### config.mk
export PLATFORM = sky130hd
export DESIGN_NAME = uart_loop_switch
export DESIGN_NICKNAME = d
export VERILOG_FILES = /design/src/rtl/uart_loop_pkg.sv /design/src/rtl/uart_loop_path.sv /design/src/rtl/uart_loop_ctrl.sv /design/src/rtl/uart_loop_switch.sv
export SDC_FILE = /design/constraint.sdc
export NUM_CORES = 1
export LEC_CHECK = 0
export ABC_AREA = 1
export ABC_CLOCK_PERIOD_IN_PS = 1500
export BUFFER_PORTS_ARGS = -buffer_cell sky130_fd_sc_hd__buf_4
export CAP_MARGIN = 5
export CORE_AREA = 2 2 58 60
export CTS_CLUSTER_SIZE = 16
export DETAILED_ROUTE_END_ITERATION = 8
export DIE_AREA = 0 0 60 62
export HOLD_SLACK_MARGIN = 0.12
export PLACE_DENSITY = 0.51
export SLEW_MARGIN = 10
export SYNTH_ARGS = -nofsm -noshare
export SYNTH_HDL_FRONTEND = slang
export SYNTH_SLANG_ARGS = --single-unit
### constraint.sdc
create_clock -name clk -period 1.5 [get_ports clk]
set_input_delay 0.375 -clock clk [delete_from_list [all_inputs] [get_ports clk]]
set_output_delay 0.375 -clock clk [all_outputs]
set_load 0.01 [all_outputs]
### src/rtl/uart_loop_pkg.sv
package uart_loop_pkg;
  localparam int NUM_LINES = 4;
  // modem line index: also the bit order of the status register nibbles
  localparam int LINE_CTS = 0;
  localparam int LINE_DSR = 1;
  localparam int LINE_RI  = 2;
  localparam int LINE_CD  = 3;
  // control bit positions
  localparam int CTL_DTR  = 0;
  localparam int CTL_RTS  = 1;
  localparam int CTL_OUT1 = 2;
  localparam int CTL_OUT2 = 3;
  localparam int CTL_LOOP = 4;
  localparam int CTL_W    = 5;

  typedef struct packed {
    logic [NUM_LINES-1:0] setMask;
    logic                 clrAll;
    logic                 warm;
  } loop_strobe_t;
endpackage

### src/rtl/uart_loop_path.sv
module uart_loop_path
  import uart_loop_pkg::*;
#(
  parameter int SYNC_STAGES = 2
) (
  input  logic                 clk,
  input  logic                 rstN,
  input  logic [CTL_W-1:0]     ctlBits,
  input  logic                 txSerial,
  input  logic                 rxPin,
  input  logic [NUM_LINES-1:0] modemPins,
  input  loop_strobe_t         strobe,
  output logic                 txPin,
  output logic                 rxSerial,
  output logic [3:0]           outPins,
  output logic [NUM_LINES-1:0] lineNow,
  output logic [NUM_LINES-1:0] lineQ,
  output logic [NUM_LINES-1:0] delta
);
  logic                        loopOn;
  logic [NUM_LINES-1:0]        loopLines;
  logic [NUM_LINES-1:0]        syncOut;
  logic [SYNC_STAGES-1:0][NUM_LINES-1:0] syncQ;

  assign loopOn = ctlBits[CTL_LOOP];

  // synchronizer chain for the external modem inputs
  generate
    if (SYNC_STAGES == 1) begin : g_sync_one
      always_ff @(posedge clk or negedge rstN) begin
        if (!rstN) syncQ <= '0;
        else       syncQ <= modemPins;
      end
    end else begin : g_sync_chain
      always_ff @(posedge clk or negedge rstN) begin
        if (!rstN) syncQ <= '0;
        else       syncQ <= {syncQ[SYNC_STAGES-2:0], modemPins};
      end
    end
  endgenerate
  assign syncOut = syncQ[SYNC_STAGES-1];

  // crossover of control bits onto status lines in loopback
  always_comb begin
    loopLines           = '0;
    loopLines[LINE_CTS] = ctlBits[CTL_RTS];
    loopLines[LINE_DSR] = ctlBits[CTL_DTR];
    loopLines[LINE_RI]  = ctlBits[CTL_OUT1];
    loopLines[LINE_CD]  = ctlBits[CTL_OUT2];
  end

  assign lineNow  = loopOn ? loopLines : syncOut;
  assign txPin    = loopOn ? 1'b1 : txSerial;
  assign rxSerial = loopOn ? txSerial : rxPin;
  assign outPins  = loopOn ? 4'b0000 : ctlBits[3:0];

  always_ff @(posedge clk or negedge rstN) begin
    if (!rstN) begin
      lineQ <= '0;
      delta <= '0;
    end else begin
      lineQ <= lineNow;
      delta <= (delta & ~{NUM_LINES{strobe.clrAll}}) | strobe.setMask;
    end
  end

  generate
    for (genvar i = 0; i < NUM_LINES; i++) begin : g_line_chk
      if (i != LINE_RI) begin : g_edge_any

        delta_set_chk: assert property (@(posedge clk) disable iff (!rstN)
          (!strobe.warm && (lineNow[i] != lineQ[i])) |=> delta[i]);
      end

      delta_hold_chk: assert property (@(posedge clk) disable iff (!rstN)
        (delta[i] && !strobe.clrAll) |=> delta[i]);
    end
  endgenerate


  ri_fall_chk: assert property (@(posedge clk) disable iff (!rstN)
    (!strobe.warm && lineQ[LINE_RI] && !lineNow[LINE_RI]) |=> delta[LINE_RI]);

  ri_rise_chk: assert property (@(posedge clk) disable iff (!rstN)
    (!delta[LINE_RI] && !(lineQ[LINE_RI] && !lineNow[LINE_RI])) |=> !delta[LINE_RI]);

  warm_quiet_chk: assert property (@(posedge clk) disable iff (!rstN)
    strobe.warm |=> (delta == '0));
endmodule

### src/rtl/uart_loop_ctrl.sv
module uart_loop_ctrl
  import uart_loop_pkg::*;
#(
  parameter int SYNC_STAGES = 2
) (
  input  logic                 clk,
  input  logic                 rstN,
  input  logic                 statusRead,
  input  logic [NUM_LINES-1:0] lineNow,
  input  logic [NUM_LINES-1:0] lineQ,
  output loop_strobe_t         strobe
);
  localparam int WARM_EDGES = SYNC_STAGES + 1;
  localparam int CNT_W      = $clog2(WARM_EDGES + 1);
  localparam logic [CNT_W-1:0] WARM_END = CNT_W'(WARM_EDGES);

  logic [CNT_W-1:0]     warmCnt;
  logic                 warmOn;
  logic [NUM_LINES-1:0] changed;
  logic                 riFall;

  always_ff @(posedge clk or negedge rstN) begin
    if (!rstN)                   warmCnt <= '0;
    else if (warmCnt != WARM_END) warmCnt <= warmCnt + 1'b1;
  end
  assign warmOn = (warmCnt != WARM_END);

  assign changed = lineNow ^ lineQ;
  assign riFall  = lineQ[LINE_RI] & ~lineNow[LINE_RI];

  always_comb begin
    strobe.setMask          = changed;
    strobe.setMask[LINE_RI] = riFall;
    if (warmOn) strobe.setMask = '0;
    strobe.clrAll = statusRead;
    strobe.warm   = warmOn;
  end


  warm_once_chk: assert property (@(posedge clk) disable iff (!rstN)
    !strobe.warm |=> !strobe.warm);
endmodule

### src/rtl/uart_loop_switch.sv
module uart_loop_switch
  import uart_loop_pkg::*;
#(
  parameter int SYNC_STAGES = 2
) (
  input  logic       clk,
  input  logic       rstN,
  input  logic [4:0] ctlBits,
  input  logic       statusRead,
  input  logic       txSerial,
  input  logic       rxPin,
  input  logic       ctsPin,
  input  logic       dsrPin,
  input  logic       riPin,
  input  logic       cdPin,
  output logic       txPin,
  output logic       dtrPin,
  output logic       rtsPin,
  output logic       out1Pin,
  output logic       out2Pin,
  output logic       rxSerial,
  output logic       ctsLine,
  output logic       dsrLine,
  output logic       riLine,
  output logic       cdLine,
  output logic [7:0] statusReg,
  output logic       modemIrq
);
  loop_strobe_t         strobe;
  logic [NUM_LINES-1:0] modemPins;
  logic [NUM_LINES-1:0] lineNow;
  logic [NUM_LINES-1:0] lineQ;
  logic [NUM_LINES-1:0] delta;
  logic [3:0]           outPins;

  always_comb begin
    modemPins           = '0;
    modemPins[LINE_CTS] = ctsPin;
    modemPins[LINE_DSR] = dsrPin;
    modemPins[LINE_RI]  = riPin;
    modemPins[LINE_CD]  = cdPin;
  end

  uart_loop_path #(.SYNC_STAGES(SYNC_STAGES)) u_path (
    .clk(clk), .rstN(rstN), .ctlBits(ctlBits), .txSerial(txSerial),
    .rxPin(rxPin), .modemPins(modemPins), .strobe(strobe),
    .txPin(txPin), .rxSerial(rxSerial), .outPins(outPins),
    .lineNow(lineNow), .lineQ(lineQ), .delta(delta)
  );

  uart_loop_ctrl #(.SYNC_STAGES(SYNC_STAGES)) u_ctrl (
    .clk(clk), .rstN(rstN), .statusRead(statusRead),
    .lineNow(lineNow), .lineQ(lineQ), .strobe(strobe)
  );

  assign dtrPin    = outPins[CTL_DTR];
  assign rtsPin    = outPins[CTL_RTS];
  assign out1Pin   = outPins[CTL_OUT1];
  assign out2Pin   = outPins[CTL_OUT2];
  assign ctsLine   = lineNow[LINE_CTS];
  assign dsrLine   = lineNow[LINE_DSR];
  assign riLine    = lineNow[LINE_RI];
  assign cdLine    = lineNow[LINE_CD];
  assign statusReg = {lineQ, delta};
  assign modemIrq  = |delta;


  irq_rise_chk: assert property (@(posedge clk) disable iff (!rstN)
    $rose(modemIrq) |-> ($past(strobe.setMask) != '0));
endmodule

==> flow_summary.yaml <==
route:
  final_antenna_net_count: 0
  wirelength_mm: 1.52
  drt_iter0_drc: 9
  first_pass_iters: 3
  num_vias: 625
  drcViolationCount: 0
  wl_per_cell_um: 9.35
  viasPerCell: 3.83
clock_tree:
  worstSkewPairLatency_ns: 0.29
  cts_tree: "built"
  numCtsBuffers: 3
  clkTransAtPathRegs_ns: 0.11
  cts_resized: 0
  cts-htree-levels: 1
  root_buffer: "clkbuf_4"
  max-clock-path-buffers: 2
  numClockSinks: 18
floorplanning:
  die-area_mm2: 0.00372
  rows: 21
  ios: 33
  fp.dieW_um: 60
  core_area_mm2: 0.00318
  start_util_pct: 23.7
  die_h_um: 62
worst_setup_path:
  start_kind: "flip-flop"
  required_ns: 1.12
  cp.arrival_ns: 0.99
  crit_fanout: 3
  endpoint_kind: "output port"
  critPathKind: "flip-flop to output port"
timing:
  relSlewSlack_pct: 84.0
  slew_violations: 0
  fmax_mhz: 730
  worst_slew_pin_slew_ns: 0.241
  setup_violations: 0
  finalHoldViolations: 0
  final.min_clock_period_ns: 1.37
  rsz0062_at_grt: "no"
  timing.hold.ws_ns: 0.179
  finalSetupTns_ns: 0
  finalCritPeriodShare_pct: 91.3
  clock_skew_ns: 0.00716
job:
  cap_violations: 0
placement:
  gp_congestion: 0.667
  port_buffers: 32
  dp_hpwl_mm: 1.22
logic_synthesis:
  synth_seq_cells: 18
  yosysWarnings: 0
  yosysSeqAreaShare_pct: 59.8
  syn_inst: 81
  ys_types: 14
  syn_area_um2: 753
  synth_fp_nets: 96
  syn_avg_cell_area_um2: 9.30
status:
  status: "finished, final reports clean"
power:
  p_leak_nw: 0.581
  ir_drop_mv: 0.557
  power_density_mw_per_mm2: 947
global_route:
  grt_pass1_wl_mm: 2.45
  grt_pass1_vias: 582
  antenna_found_initial: 0
  grt_usage_pct: 9.13
  grt_max_degree: 19
  overflow: 0
cells_and_area:
  nets: 133
  drive_above_1_share_pct: 38.5
  antenna_cells: 0
  area_delta_synth_final_pct: 44.2
min_path:
  min_path_type: "input pin to flip-flop"
==> repair_timing <==
item,in CTS,in global routing
setup buffers,0,0
hold endpoints to repair,18,0
hold buffers,1,0
==> where the power goes <==
part | leakage (nW) | internal, W | switching (W)
clock | 0.0210 | 0.000148 | 0.000151
sequential | 0.203 | 0.000517 | 0.0000208
combinational | 0.357 | 0.0000968 | 0.0000942
total | 0.581 | 0.000762 | 0.000266
==> flip-flops by register name, indices dropped and copies added, names as in the netlist <==
register,cells
u_path.delta,4
u_path.lineQ,4
u_path.syncOut,4
u_path.syncQ,4
u_ctrl.warmCnt,2
==> worst max-delay path, stage by stage, from the launching register on <==
cell and delay, ns:
dfrtp_1 0.40, nor2_1 0.11, nand2_1 0.06, buf_4 0.13
==> kinds of logic (layout without fill, tap and decap cells) <==
group	Yosys count	count (layout)	synth area share [%]
and+or+nand+nor	46	46	27.7
DFF	18	18	59.8
buffers and inverters	13	49	7.47
xor gates and xnor gates	1	1	1.16
adders and majority gates	1	1	1.66
muxes	1	1	1.49
AOI/OAI and AO/OA	1	1	0.664
==> cell usage after synthesis (all sizes together) <==
cell type | number | share of area (%)
or2 | 1 | 0.83
o21ai | 1 | 0.66
nor2 | 6 | 3.0
buf | 1 | 1.5
ha | 1 | 1.7
inv | 12 | 6.0
dfrtp | 18 | 60
nand2 | 30 | 16
nand3 | 9 | 8.0
xnor2 | 1 | 1.2
mux2 | 1 | 1.5
==> routing by layer <==
metal / vias to the layer above / global-route usage (%) / share of wire, % / wire length [um]
met4: 0 / 4.76 / 0.79 / 12
met1: 289 / 10.4 / 42 / 637
met2: 15 / 14.9 / 51 / 775
li1: 319 / - / - / -
met5: - / 0 / 0 / 0
met3: 2 / 3.52 / 6.6 / 100
==> final timing paths <==
kind,startpoint,end,slack (ns),cells after the start
worst min-delay path,ctsPin,u_path.syncQ[0],0.18,1
min in group asynchronous,rstN,u_path.syncOut[1],0.47,2
worst max register to register,u_ctrl.warmCnt[0],u_ctrl.warmCnt[1],0.35,2
worst max-delay path,u_path.delta[3],modemIrq,0.13,3
max in group asynchronous,rstN,u_path.delta[1],0.84,2
worst min register to register,u_path.syncQ[2],u_path.syncOut[2],0.36,0
==> area by class of cell <==
cell class / count / area [um^2]
flip-flops and latches: 18 / 450
fillers: 344 / 2090
multi-input cells: 50 / 246
repair buffers: 33 / 250
well taps: 46 / 57.6
clock buffers: 4 / 36.3
inverters: 12 / 45.0
==> placed cells by master (no fill, tap or decap) <==
master         synthesis  final
inv_2                  1      1
dlygate4sd3_1          0      1
o21ai_1                1      1
nand3_1                6      6
xnor2_1                1      1
nor2_1                 6      6
or2_2                  1      1
buf_4                  0     32
clkbuf_4               0      3
mux2_2                 1      1
dfrtp_1               18     18
nand3_2                3      3
clkbuf_8               0      1
nand2_2                3      3
inv_1                 11     11
ha_1                   1      1
nand2_1               27     27
==> through the flow <==
stage	utilization, %	worst slack, ns	power [W]	instance area [um^2]	std cells
after detailed placement	32.7	0.124	0.000743	1040	158
after floorplan	-	0.318	0.000629	753	81
final	34.2	0.130	0.00103	1090	163
after global placement	32.7	0.141	0.000739	1040	158
after global routing	34.2	0.0426	0.00109	1090	163
after CTS	34.2	0.112	0.00104	1090	163
Power figures use the tool's default switching activity.
